===== src/rtl/hbi_pkg.sv =====
package hbi_pkg;

   // Phase of the next clock edge once the interpolator is running.
   typedef enum logic {
      PH_MID  = 1'b0,  // emit interpolated sample, load a new input sample
      PH_PASS = 1'b1   // emit an original sample, hold the history
   } hbi_phase_e;

   // Accumulator width: data width plus coefficient fraction plus headroom.
   function automatic int hbi_acc_width(input int w, input int frac);
      return w + frac + 2;
   endfunction

endpackage


===== src/rtl/hbi_rsl.sv =====
module hbi_rsl #(
   parameter int ACC_W = 16,
   parameter int W     = 10,
   parameter int FRAC  = 4,
   parameter int LIMIT = 448
) (
   input  logic signed [ACC_W-1:0] acc,
   output logic signed [W-1:0]     res
);

   localparam logic signed [ACC_W:0] RND = (ACC_W+1)'(2 ** (FRAC - 1));
   localparam logic signed [ACC_W:0] HI  = (ACC_W+1)'(LIMIT);
   localparam logic signed [ACC_W:0] LO  = -HI;

   logic signed [ACC_W:0] rounded;
   logic signed [ACC_W:0] selected;

   always_comb begin
      rounded  = $signed({acc[ACC_W-1], acc}) + RND;
      selected = rounded >>> FRAC;
      if (selected > HI)
         res = HI[W-1:0];
      else if (selected < LO)
         res = LO[W-1:0];
      else
         res = selected[W-1:0];
   end

endmodule


===== src/rtl/hbi_chan.sv =====
module hbi_chan #(
   parameter int W     = 10,
   parameter int FRAC  = 4,
   parameter int ACC_W = 16,
   parameter int C_IN  = 9,
   parameter int C_OUT = -1,
   parameter int LIMIT = 448
) (
   input  logic         clk,
   input  logic         rst_n,
   input  logic         clr,
   input  logic         load,
   input  logic         emit,
   input  logic         sel_pass,
   input  logic [W-1:0] din,
   output logic [W-1:0] dout
);

   localparam int NHIST = 4;
   localparam logic signed [ACC_W-1:0] KIN  = ACC_W'(C_IN);
   localparam logic signed [ACC_W-1:0] KOUT = ACC_W'(C_OUT);

   logic [NHIST-1:0][W-1:0]  hist;
   logic signed [ACC_W-1:0]  ex [NHIST];
   logic signed [ACC_W-1:0]  acc_pass, acc_mid, acc_sel;
   logic signed [W-1:0]      rsl_res;

   always_ff @(posedge clk or negedge rst_n) begin
      if (!rst_n)
         hist <= '0;
      else if (clr)
         hist <= {{((NHIST-1)*W){1'b0}}, din};
      else if (load)
         hist <= {hist[NHIST-2:0], din};
   end

   for (genvar i = 0; i < NHIST; i++) begin : g_ext
      assign ex[i] = ACC_W'($signed(hist[i]));
   end

   // hist[0] newest; the midpoint falls between hist[2] and hist[1]
   assign acc_pass = ex[2] <<< FRAC;
   assign acc_mid  = KIN * (ex[1] + ex[2]) + KOUT * (ex[0] + ex[3]);
   assign acc_sel  = sel_pass ? acc_pass : acc_mid;

   hbi_rsl #(
      .ACC_W (ACC_W),
      .W     (W),
      .FRAC  (FRAC),
      .LIMIT (LIMIT)
   ) u_rsl (
      .acc (acc_sel),
      .res (rsl_res)
   );

   always_ff @(posedge clk or negedge rst_n) begin
      if (!rst_n)
         dout <= '0;
      else if (clr)
         dout <= '0;
      else if (emit)
         dout <= rsl_res;
   end

   // output never leaves the limit window
   a_r6_in_limit: assert property (@(posedge clk) disable iff (!rst_n)
      ($signed(dout) <= LIMIT) && ($signed(dout) >= -LIMIT));

   // a clear leaves the output at zero on the next cycle
   a_r2_clear_zero: assert property (@(posedge clk) disable iff (!rst_n)
      clr |=> (dout == '0));

endmodule


===== src/rtl/hbi_ydly.sv =====
module hbi_ydly #(
   parameter int W     = 10,
   parameter int DLY_W = 6
) (
   input  logic             clk,
   input  logic             rst_n,
   input  logic [W-1:0]     din,
   input  logic [DLY_W-1:0] dly,
   output logic [W-1:0]     dout
);

   localparam int DEPTH = 1 << DLY_W;

   logic [W-1:0]            din_q;
   logic [DEPTH-1:0][W-1:0] line;

   always_ff @(posedge clk or negedge rst_n) begin
      if (!rst_n) begin
         din_q <= '0;
         line  <= '0;
         dout  <= '0;
      end else begin
         din_q <= din;
         line  <= {line[DEPTH-2:0], din_q};
         dout  <= line[dly];
      end
   end

endmodule


===== src/rtl/hb_chroma_interp.sv =====
module hb_chroma_interp
   import hbi_pkg::*;
#(
   parameter int W     = 10,
   parameter int NCH   = 2,
   parameter int FRAC  = 4,
   parameter int C_IN  = 9,
   parameter int C_OUT = -1,
   parameter int LIMIT = 448,
   parameter int DLY_W = 6
) (
   input  logic                    clk,
   input  logic                    rst_n,
   input  logic                    init,
   input  logic [NCH-1:0][W-1:0]   chroma_in,
   input  logic [W-1:0]            luma_in,
   input  logic [DLY_W-1:0]        luma_dly,
   output logic                    out_valid,
   output logic [NCH-1:0][W-1:0]   chroma_out,
   output logic [W-1:0]            luma_out
);

   localparam int ACC_W = hbi_acc_width(W, FRAC);

   // elaboration-time parameter checks
   if (W < 4) begin : g_bad_width
      $error("hb_chroma_interp: W must be at least 4");
   end
   if (NCH < 1) begin : g_bad_nch
      $error("hb_chroma_interp: NCH must be at least 1");
   end
   if (FRAC < 1) begin : g_bad_frac
      $error("hb_chroma_interp: FRAC must be at least 1");
   end
   if (2 * C_IN + 2 * C_OUT != 2 ** FRAC) begin : g_bad_coef
      $error("hb_chroma_interp: odd taps must sum to unity gain");
   end
   if (LIMIT < 1 || LIMIT >= 2 ** (W - 1)) begin : g_bad_limit
      $error("hb_chroma_interp: LIMIT must fit a signed W-bit word");
   end

   logic       active;
   hbi_phase_e ph;
   logic       load, emit, sel_pass;

   always_ff @(posedge clk or negedge rst_n) begin
      if (!rst_n) begin
         active    <= 1'b0;
         ph        <= PH_MID;
         out_valid <= 1'b0;
      end else if (init) begin
         active    <= 1'b1;
         ph        <= PH_PASS;
         out_valid <= 1'b1;
      end else if (active) begin
         ph <= (ph == PH_MID) ? PH_PASS : PH_MID;
      end
   end

   assign load     = init | (active & (ph == PH_MID));
   assign emit     = active & ~init;
   assign sel_pass = (ph == PH_PASS);

   for (genvar c = 0; c < NCH; c++) begin : g_chan
      hbi_chan #(
         .W     (W),
         .FRAC  (FRAC),
         .ACC_W (ACC_W),
         .C_IN  (C_IN),
         .C_OUT (C_OUT),
         .LIMIT (LIMIT)
      ) u_chan (
         .clk      (clk),
         .rst_n    (rst_n),
         .clr      (init),
         .load     (load),
         .emit     (emit),
         .sel_pass (sel_pass),
         .din      (chroma_in[c]),
         .dout     (chroma_out[c])
      );
   end

   hbi_ydly #(
      .W     (W),
      .DLY_W (DLY_W)
   ) u_ydly (
      .clk   (clk),
      .rst_n (rst_n),
      .din   (luma_in),
      .dly   (luma_dly),
      .dout  (luma_out)
   );

   // nothing leaves the chroma outputs until the stream starts
   a_r1_idle_quiet: assert property (@(posedge clk) disable iff (!rst_n)
      !out_valid |-> (chroma_out == '0));

   // init starts the stream on the pass-through phase
   a_r2_init_start: assert property (@(posedge clk) disable iff (!rst_n)
      init |=> (out_valid && ph == PH_PASS));

   // sampling and emitting phases alternate edge by edge
   a_r3_phase_alt: assert property (@(posedge clk) disable iff (!rst_n)
      (active && !init) |=> (ph != $past(ph)));

   // the shared valid holds once raised
   a_r8_valid_sticky: assert property (@(posedge clk) disable iff (!rst_n)
      out_valid |=> out_valid);

endmodule


===== config.mk =====
export PLATFORM = sky130hd
export DESIGN_NAME = hb_chroma_interp
export DESIGN_NICKNAME = d
export VERILOG_FILES = /design/src/rtl/hbi_pkg.sv /design/src/rtl/hbi_rsl.sv /design/src/rtl/hbi_chan.sv /design/src/rtl/hbi_ydly.sv /design/src/rtl/hb_chroma_interp.sv
export SDC_FILE = /design/constraint.sdc
export NUM_CORES = 1
export LEC_CHECK = 0
export ABC_AREA = 0
export BUFFER_PORTS_ARGS = -buffer_cell sky130_fd_sc_hd__buf_2
export CAP_MARGIN = 20
export CORE_MARGIN = 4
export CORE_UTILIZATION = 67
export CTS_CLUSTER_DIAMETER = 40
export DETAILED_ROUTE_END_ITERATION = 7
export GPL_ROUTABILITY_DRIVEN = 0
export PLACE_DENSITY = 0.91
export SYNTH_ARGS = -nofsm -noshare
export SYNTH_HDL_FRONTEND = slang
export SYNTH_SLANG_ARGS = --single-unit

===== constraint.sdc =====
create_clock -name clk -period 15.16 [get_ports clk]
set_input_delay 0.758 -clock clk [delete_from_list [all_inputs] [get_ports clk]]
set_output_delay 0.758 -clock clk [all_outputs]
set_load 0.03 [all_outputs]

Word-level counts from Yosys, hierarchy flattened
Cells that the tools add are included.

Add/sub/neg operators: 10. Multiply operators: 2. Divide/modulo/power cells: 0. Order comparisons: 5. Eq/ne operators: 0. Shift operators: 0. Mux-type cells: 19. Bitwise logic cells: 5. Reductions and logical operators: 3.

Operators by type and width (number): 40-bit two-way mux (4); 10-bit two-way mux (9); 10-bit binary-select mux with 6-bit select (1); 10-bit by 10-bit adder with 11-bit output (4); 16-bit by 5-bit adder with 17-bit output, second input constant (2); 16-bit adder (2); 5-bit by 16-bit multiplier with 16-bit output, first input constant (2); 16-bit two-way mux (2); 16-bit negation (2); 13-bit by 10-bit greater-than comparator with 1-bit output, second input constant (2); 13-bit by 10-bit less-than comparator with 1-bit output, second input constant (2); 6-bit by 7-bit less-than comparator with 1-bit output, second input constant (1); 2-bit nonzero test (3); 1-bit two-way mux (3); 1-bit AND (2); 1-bit inverter (2); 1-bit bitwise OR (1).

Register bits: 762. Latch bits: 0. Memory bits (writable): 0. Bits in read-only memories: 0. Bits of input ports: 39. Output and inout port bits: 31. Word-level logic and storage cells: 122. Memories: 0.

Logic depth before layout (Yosys ltp)
Word-level depth: 10. Depth in mapped cells: 30. Mapped depth without buffers: 29.

Hierarchy
From an unflattened synthesis, not the netlist that was laid out.

Cells, all modules: 2141. Area, all modules: 31651.6 sq um.

Modules (own cells, without submodules): hbi_ydly (times used 1, cells an instance 1082, area each 21804.7 sq um, seq. area each 16515.8 sq um); hbi_chan at g_chan[1].u_chan (times used 1, cells an instance 445, area each 4302.9 sq um, seq. area each 1251.2 sq um); hbi_chan at g_chan[0].u_chan (times used 1, cells an instance 444, area each 4296.6 sq um, seq. area each 1251.2 sq um); hbi_rsl (times used 2, cells an instance 81, area each 579.3 sq um, seq. area each 0.0 sq um); hb_chroma_interp (times used 1, cells an instance 8, area each 88.8 sq um, seq. area each 50.0 sq um).

Worst setup path before layout
OpenSTA, ideal clock, no wires.

Path kind: flip-flop to flip-flop. From: register g_chan[0].u_chan.hist (netlist bit g_chan[0].u_chan.acc_pass[4]). To: register g_chan[0].u_chan.dout[0]. Setup time: 0.122 ns. Arrival: 5.977 ns. Path slack: 9.061 ns. Cell stages (with the launch flop): 29. Path buffers: 1. Cell sequence: dfrtp_1 ha_1 inv_1 fa_1 inv_1 a21oi_1 o21bai_1 a21oi_1 o21bai_1 a21oi_1 o21bai_1 nand2_1 a31oi_1 fa_1 inv_1 ha_1 ha_1 clkbuf_1 nor3_1 a211oi_1 a21oi_1 a211oi_1 nor2b_1 nand4_1 xnor2_1 nor4_1 a21oi_1 a31o_2 a32o_1.

Cells in the longest elaborated chain, start to end: 10.

Ends and longest elaborated chain: from (decl) (RTL line hbi_chan.sv:23) `logic [NHIST-1:0][W-1:0] hist;`; from (signal assigned) (RTL line hbi_chan.sv:32) `hist <= {{((NHIST-1)*W){1'b0}}, din};`; from (signal assigned) (RTL line hbi_chan.sv:34) `hist <= {hist[NHIST-2:0], din};`; 10-bit by 10-bit adder with 11-bit output (RTL line hbi_chan.sv:43) `assign acc_mid = KIN * (ex[1] + ex[2]) + KOUT * (ex[0] + ex[3]);`; 5-bit by 16-bit multiplier with 16-bit output (RTL line hbi_chan.sv:43); 16-bit adder (RTL line hbi_chan.sv:43); 16-bit two-way mux (*) (RTL line hbi_chan.sv:44) `assign acc_sel = sel_pass ? acc_pass : acc_mid;`; 16-bit by 5-bit adder with 17-bit output (*) (RTL line hbi_rsl.sv:19) `rounded = $signed({acc[ACC_W-1], acc}) + RND;`; 13-bit by 10-bit less-than comparator with 1-bit output (RTL line hbi_rsl.sv:23) `else if (selected < LO)`; 10-bit two-way mux (RTL line hbi_rsl.sv:23); 10-bit two-way mux (*) (RTL line hbi_rsl.sv:21) `if (selected > HI)`; 10-bit two-way mux (*) (RTL line hbi_chan.sv:61) `else if (emit)`; 10-bit two-way mux (*) (RTL line hbi_chan.sv:59) `else if (clr)`; to (signal assigned) (RTL line hbi_chan.sv:62) `dout <= rsl_res;`; to (decl) (RTL line hbi_chan.sv:16) `output logic [W-1:0] dout`.

Every way passes the cells marked *; elsewhere a longest branch is shown, timed or not. The select of a mux whose other input is x is not followed. A chain may end at the register's enable or synchronous reset.

Worst setup path in the final report
From: register g_chan[0].u_chan.hist (netlist bit g_chan[0].u_chan.acc_pass[4]). To: register g_chan[0].u_chan.dout[4].

Same word-level chain as after synthesis.

==> impl_metrics.py <==
metrics = {
    "floorplan": {
        "die_x_um": 222.0,
        "die-area_um2": 49290,
        "core_um2": 45280,
        "die_h_um": 222.0,
        "ios": 70,
        "initial_core_util_pct": 67.77,
        "rows": 78,
    },
    "timing": {
        "skew_ns": 0.02622,
        "fin_crit_ns": 7.395,
        "fmax_mhz": 135.2,
        "timing.slew.headroom_pct": 27.58,
        "setup_viol": 0,
        "timing.final.ws_setup_ns": 7.765,
        "max_slew.worst_pin.slew_ns": 1.086,
        "rsz0062_at_grt": "false",
        "finalHoldViolCount": 0,
        "tns_ns": 0,
        "period_share_pct": 48.78,
        "slew_viol_final": 0,
    },
    "clock_tree": {
        "cts_resized": 0,
        "clk_pin_slew_worst_paths_ns": 0.05,
        "insertion_delay_ns": 0.64,
        "post-cts-setup-buffer-count": 0,
        "h-tree-depth": 3,
        "cts.sinks": 762,
        "cts_made_buffers": 86,
        "cts_root_buf": "clkbuf_16",
        "hold_buffers": 0,
        "cts_tree": "built",
        "clockBufferDepth": 3,
    },
    "detailed_routing": {
        "routed.top_layer": "met5",
        "wl_met2_um": 36870,
        "drt_iter0_drc": 2240,
        "wl_met3_um": 5576,
        "viasPerCell": 6.746,
        "via_count": 18450,
        "wire_per_inst_um": 26.78,
        "drt-met1-wl_um": 27680,
        "dr.pass1.iters": 8,
        "antenna_left": 0,
        "wl_um": 73260,
        "post-route-drc-count": 2,
    },
    "layout": {
        "drive_above_1_share_pct": 23.07,
        "nFillCells": 2175,
        "nets": 2247,
        "area_growth_pct": 13.11,
        "design_area_um2": 34710,
    },
    "worst_hold_path": {
        "hold_class": "in2async",
    },
    "critical_path": {
        "cp_max_fo": 10,
        "required_ns": 15.65,
        "end_kind": "flip-flop",
        "max_stage_delay_ns": 0.87,
        "critPathKind": "reg2reg",
        "cp_top_family": "compound AO/OA/AOI/OAI gates",
        "cp_common_cell": "a21oi_1",
        "crit_buf_inv": 3,
        "crit_slowest_cell": "a31oi_1",
        "cp-start-kind": "flip-flop",
        "worstPathArrival_ns": 7.89,
    },
    "placement": {
        "place_area_um2": 31600,
        "io_buffers": 69,
        "preCtsSetupSlack_ns": 8.309,
        "dpl.hpwl_um": 38160,
    },
    "synth": {
        "synth_warnings": 0,
        "synth_top_area_share_pct": 62.14,
        "yosysSeqAreaShare_pct": 62.14,
        "synthCells": 1977,
        "synth_largest_area_cell": "dfrtp_1",
        "synth-seq-cells": 762,
        "synth_nets": 2162,
        "syn_area_per_cell_um2": 15.52,
        "synth_edf_count": 0,
        "synth_area_leaders": "dfrtp_1, mux4_2, ha_1",
        "synth_flop_cell": "dfrtp_1",
        "yosysUniqueCellTypes": 80,
        "synth_area_um2": 30690,
        "ys_async_sr_fraction_pct": 100.0,
    },
    "power_and_ir_drop": {
        "p_leak_nw": 15.63,
        "power_density_nw_per_um2": 148.7,
        "ir_worst_vdd_mv": 0.1266,
    },
    "run_status": {
        "status": "complete, but fails checks",
        "failed_checks": "design-rule violations",
    },
    "global_routing": {
        "track_usage_pct": 30.51,
        "grt_max_degree": 212,
        "grt_pass1_wl_um": 117200,
        "overflow": 0,
        "grt_pass1_vias": 19850,
        "antenna_found_initial": 2,
    },
    "run": {
        "cap_violations": 0,
    },
}
==> layout by cell type (no fill, tap or decap), drive strengths merged, types with 4 or more instances in the layout <==
master    instances
clkinvlp         11
and2              6
clkinv           19
o21ai            34
nand2b           13
nor3             16
nand2           167
a31oi             6
o21a              5
a2111oi           5
buf              85
bufinv            6
xnor2            37
a21oi           117
a32o              7
nor2b            13
or3               7
mux2             20
nand3            17
o21bai           17
a22o              8
xor2             24
nor3b             5
a21o             12
o211ai           10
mux4            210
mux2i            14
fa               26
a211oi           11
o2111ai           4
dfrtp           762
and4              4
ha              120
clkbuf          109
inv             115
and3              7
nor2             30
nand4            12
==> worst register-to-register path: stages, from the launching register on <==
cell and delay, ns:
dfrtp_1 0.40, ha_1 0.20, inv_1 0.07, fa_1 0.45, inv_1 0.07, a21oi_1 0.07
o21bai_1 0.28, a21oi_1 0.13, o21bai_1 0.23, a21oi_1 0.13, o21bai_1 0.27, nand2_1 0.12
a31oi_1 0.87, fa_1 0.57, inv_1 0.10, ha_1 0.24, ha_1 0.49, nor3_1 0.10
a211oi_1 0.25, a21oi_1 0.08, a211oi_1 0.43, nor2b_1 0.38, nand4_1 0.17, xnor2_1 0.21
nor4_1 0.34, a21oi_1 0.12, a31o_2 0.28, a32o_1 0.26
==> logic make-up (layout without fill, tap and decap cells) <==
family / after synthesis / in the layout / share of synthesized area (%)
adders and majority gates: 146 / 146 / 6.589
other: 0 / 2 / 0
DFF: 762 / 762 / 62.14
buffers and inverters: 189 / 345 / 2.385
AOI/OAI and AO/OA: 265 / 265 / 5.688
muxes: 244 / 244 / 16.60
xor gates and xnor gates: 61 / 61 / 1.741
and+or+nand+nor: 310 / 310 / 4.856
==> report_power, final <==
| group | internal [W] | leakage (nW) | switching (W) |
|---|---|---|---|
| logic | 0.000300 | 4.79 | 0.000457 |
| clock network | 0.00126 | 1.45 | 0.000939 |
| registers | 0.00213 | 9.40 | 0.0000727 |
| total | 0.00369 | 15.6 | 0.00147 |
==> flip-flops by register name, summed over array words and instances, names as in the netlist <==
| name | flops |
|---|---|
| active | 1 |
| ph | 1 |
| g_chan.u_chan.ex | 60 |
| u_ydly.dout | 10 |
| u_ydly.line | 640 |
| g_chan.u_chan.dout | 20 |
| g_chan.u_chan.acc_pass | 20 |
| u_ydly.din_q | 10 |
==> synthesized netlist by cell type, types with 11 or more instances <==
cell type and n:
o21bai_1 17, nand2_1 167, a21o_1 12, mux4_2 210, nor3_1 14, inv_1 100
ha_1 120, nand4_1 11, a21oi_1 116, clkbuf_1 60, mux2_2 20, mux2i_1 14
xor2_1 24, nand2b_1 13, fa_1 26, o21ai_0 33, dfrtp_1 762, nor2_1 30
xnor2_1 37, nor2b_1 13, buf_1 18, nand3_1 17
==> path summary, 6_finish.rpt <==
| path | endpoint | slack (ns) | startpoint | depth (start not counted) |
|---|---|---|---|---|
| setup reg to reg | g_chan[0].u_chan.dout[4] | 7.76 | g_chan[0].u_chan.acc_pass[4] | 27 |
| setup / recovery | g_chan[0].u_chan.dout[4] | 7.76 | g_chan[0].u_chan.acc_pass[4] | 27 |
| max in group asynchronous | u_ydly.line[76] | 12.44 | rst_n | 3 |
| hold reg to reg | u_ydly.line[1] | 0.35 | u_ydly.din_q[1] | 0 |
| hold / removal | g_chan[1].u_chan.dout[0] | 0.21 | rst_n | 1 |
| min in group clk | u_ydly.din_q[3] | 0.23 | luma_in[3] | 1 |
==> cell type report <==
cell class,instances,area (um2),area share (%)
diodes,2,5.005,0.01442
multi-input cells,1026,10900,31.40
well taps,600,750.7,2.163
inverters,101,379.1,1.092
flip-flops and latches,762,19070,54.93
repair buffers,85,591.8,1.705
clock buffers,109,2421,6.975
clock inverters,50,595.6,1.716
==> metal layers <==
metal / GRT usage (%) / vias up
met5: 0 / -
met4: 12.46 / 2
met3: 5.998 / 271
met2: 49.50 / 1056
met1: 41.79 / 9778
li1: - / 7342
==> through the flow <==
stage	instances	hold slack, ns	util [%]	power (W)
finish	2735	0.2052	76.65	0.005160
global route	2733	0.2027	76.64	0.005354
global placement	2570	0.3334	69.78	0.002898
floorplan	1977	0.3312	-	0.002731
CTS	2729	0.2042	76.44	0.005167
detailed placement	2570	0.3371	69.78	0.002941
(Power assumes the default switching activity.)
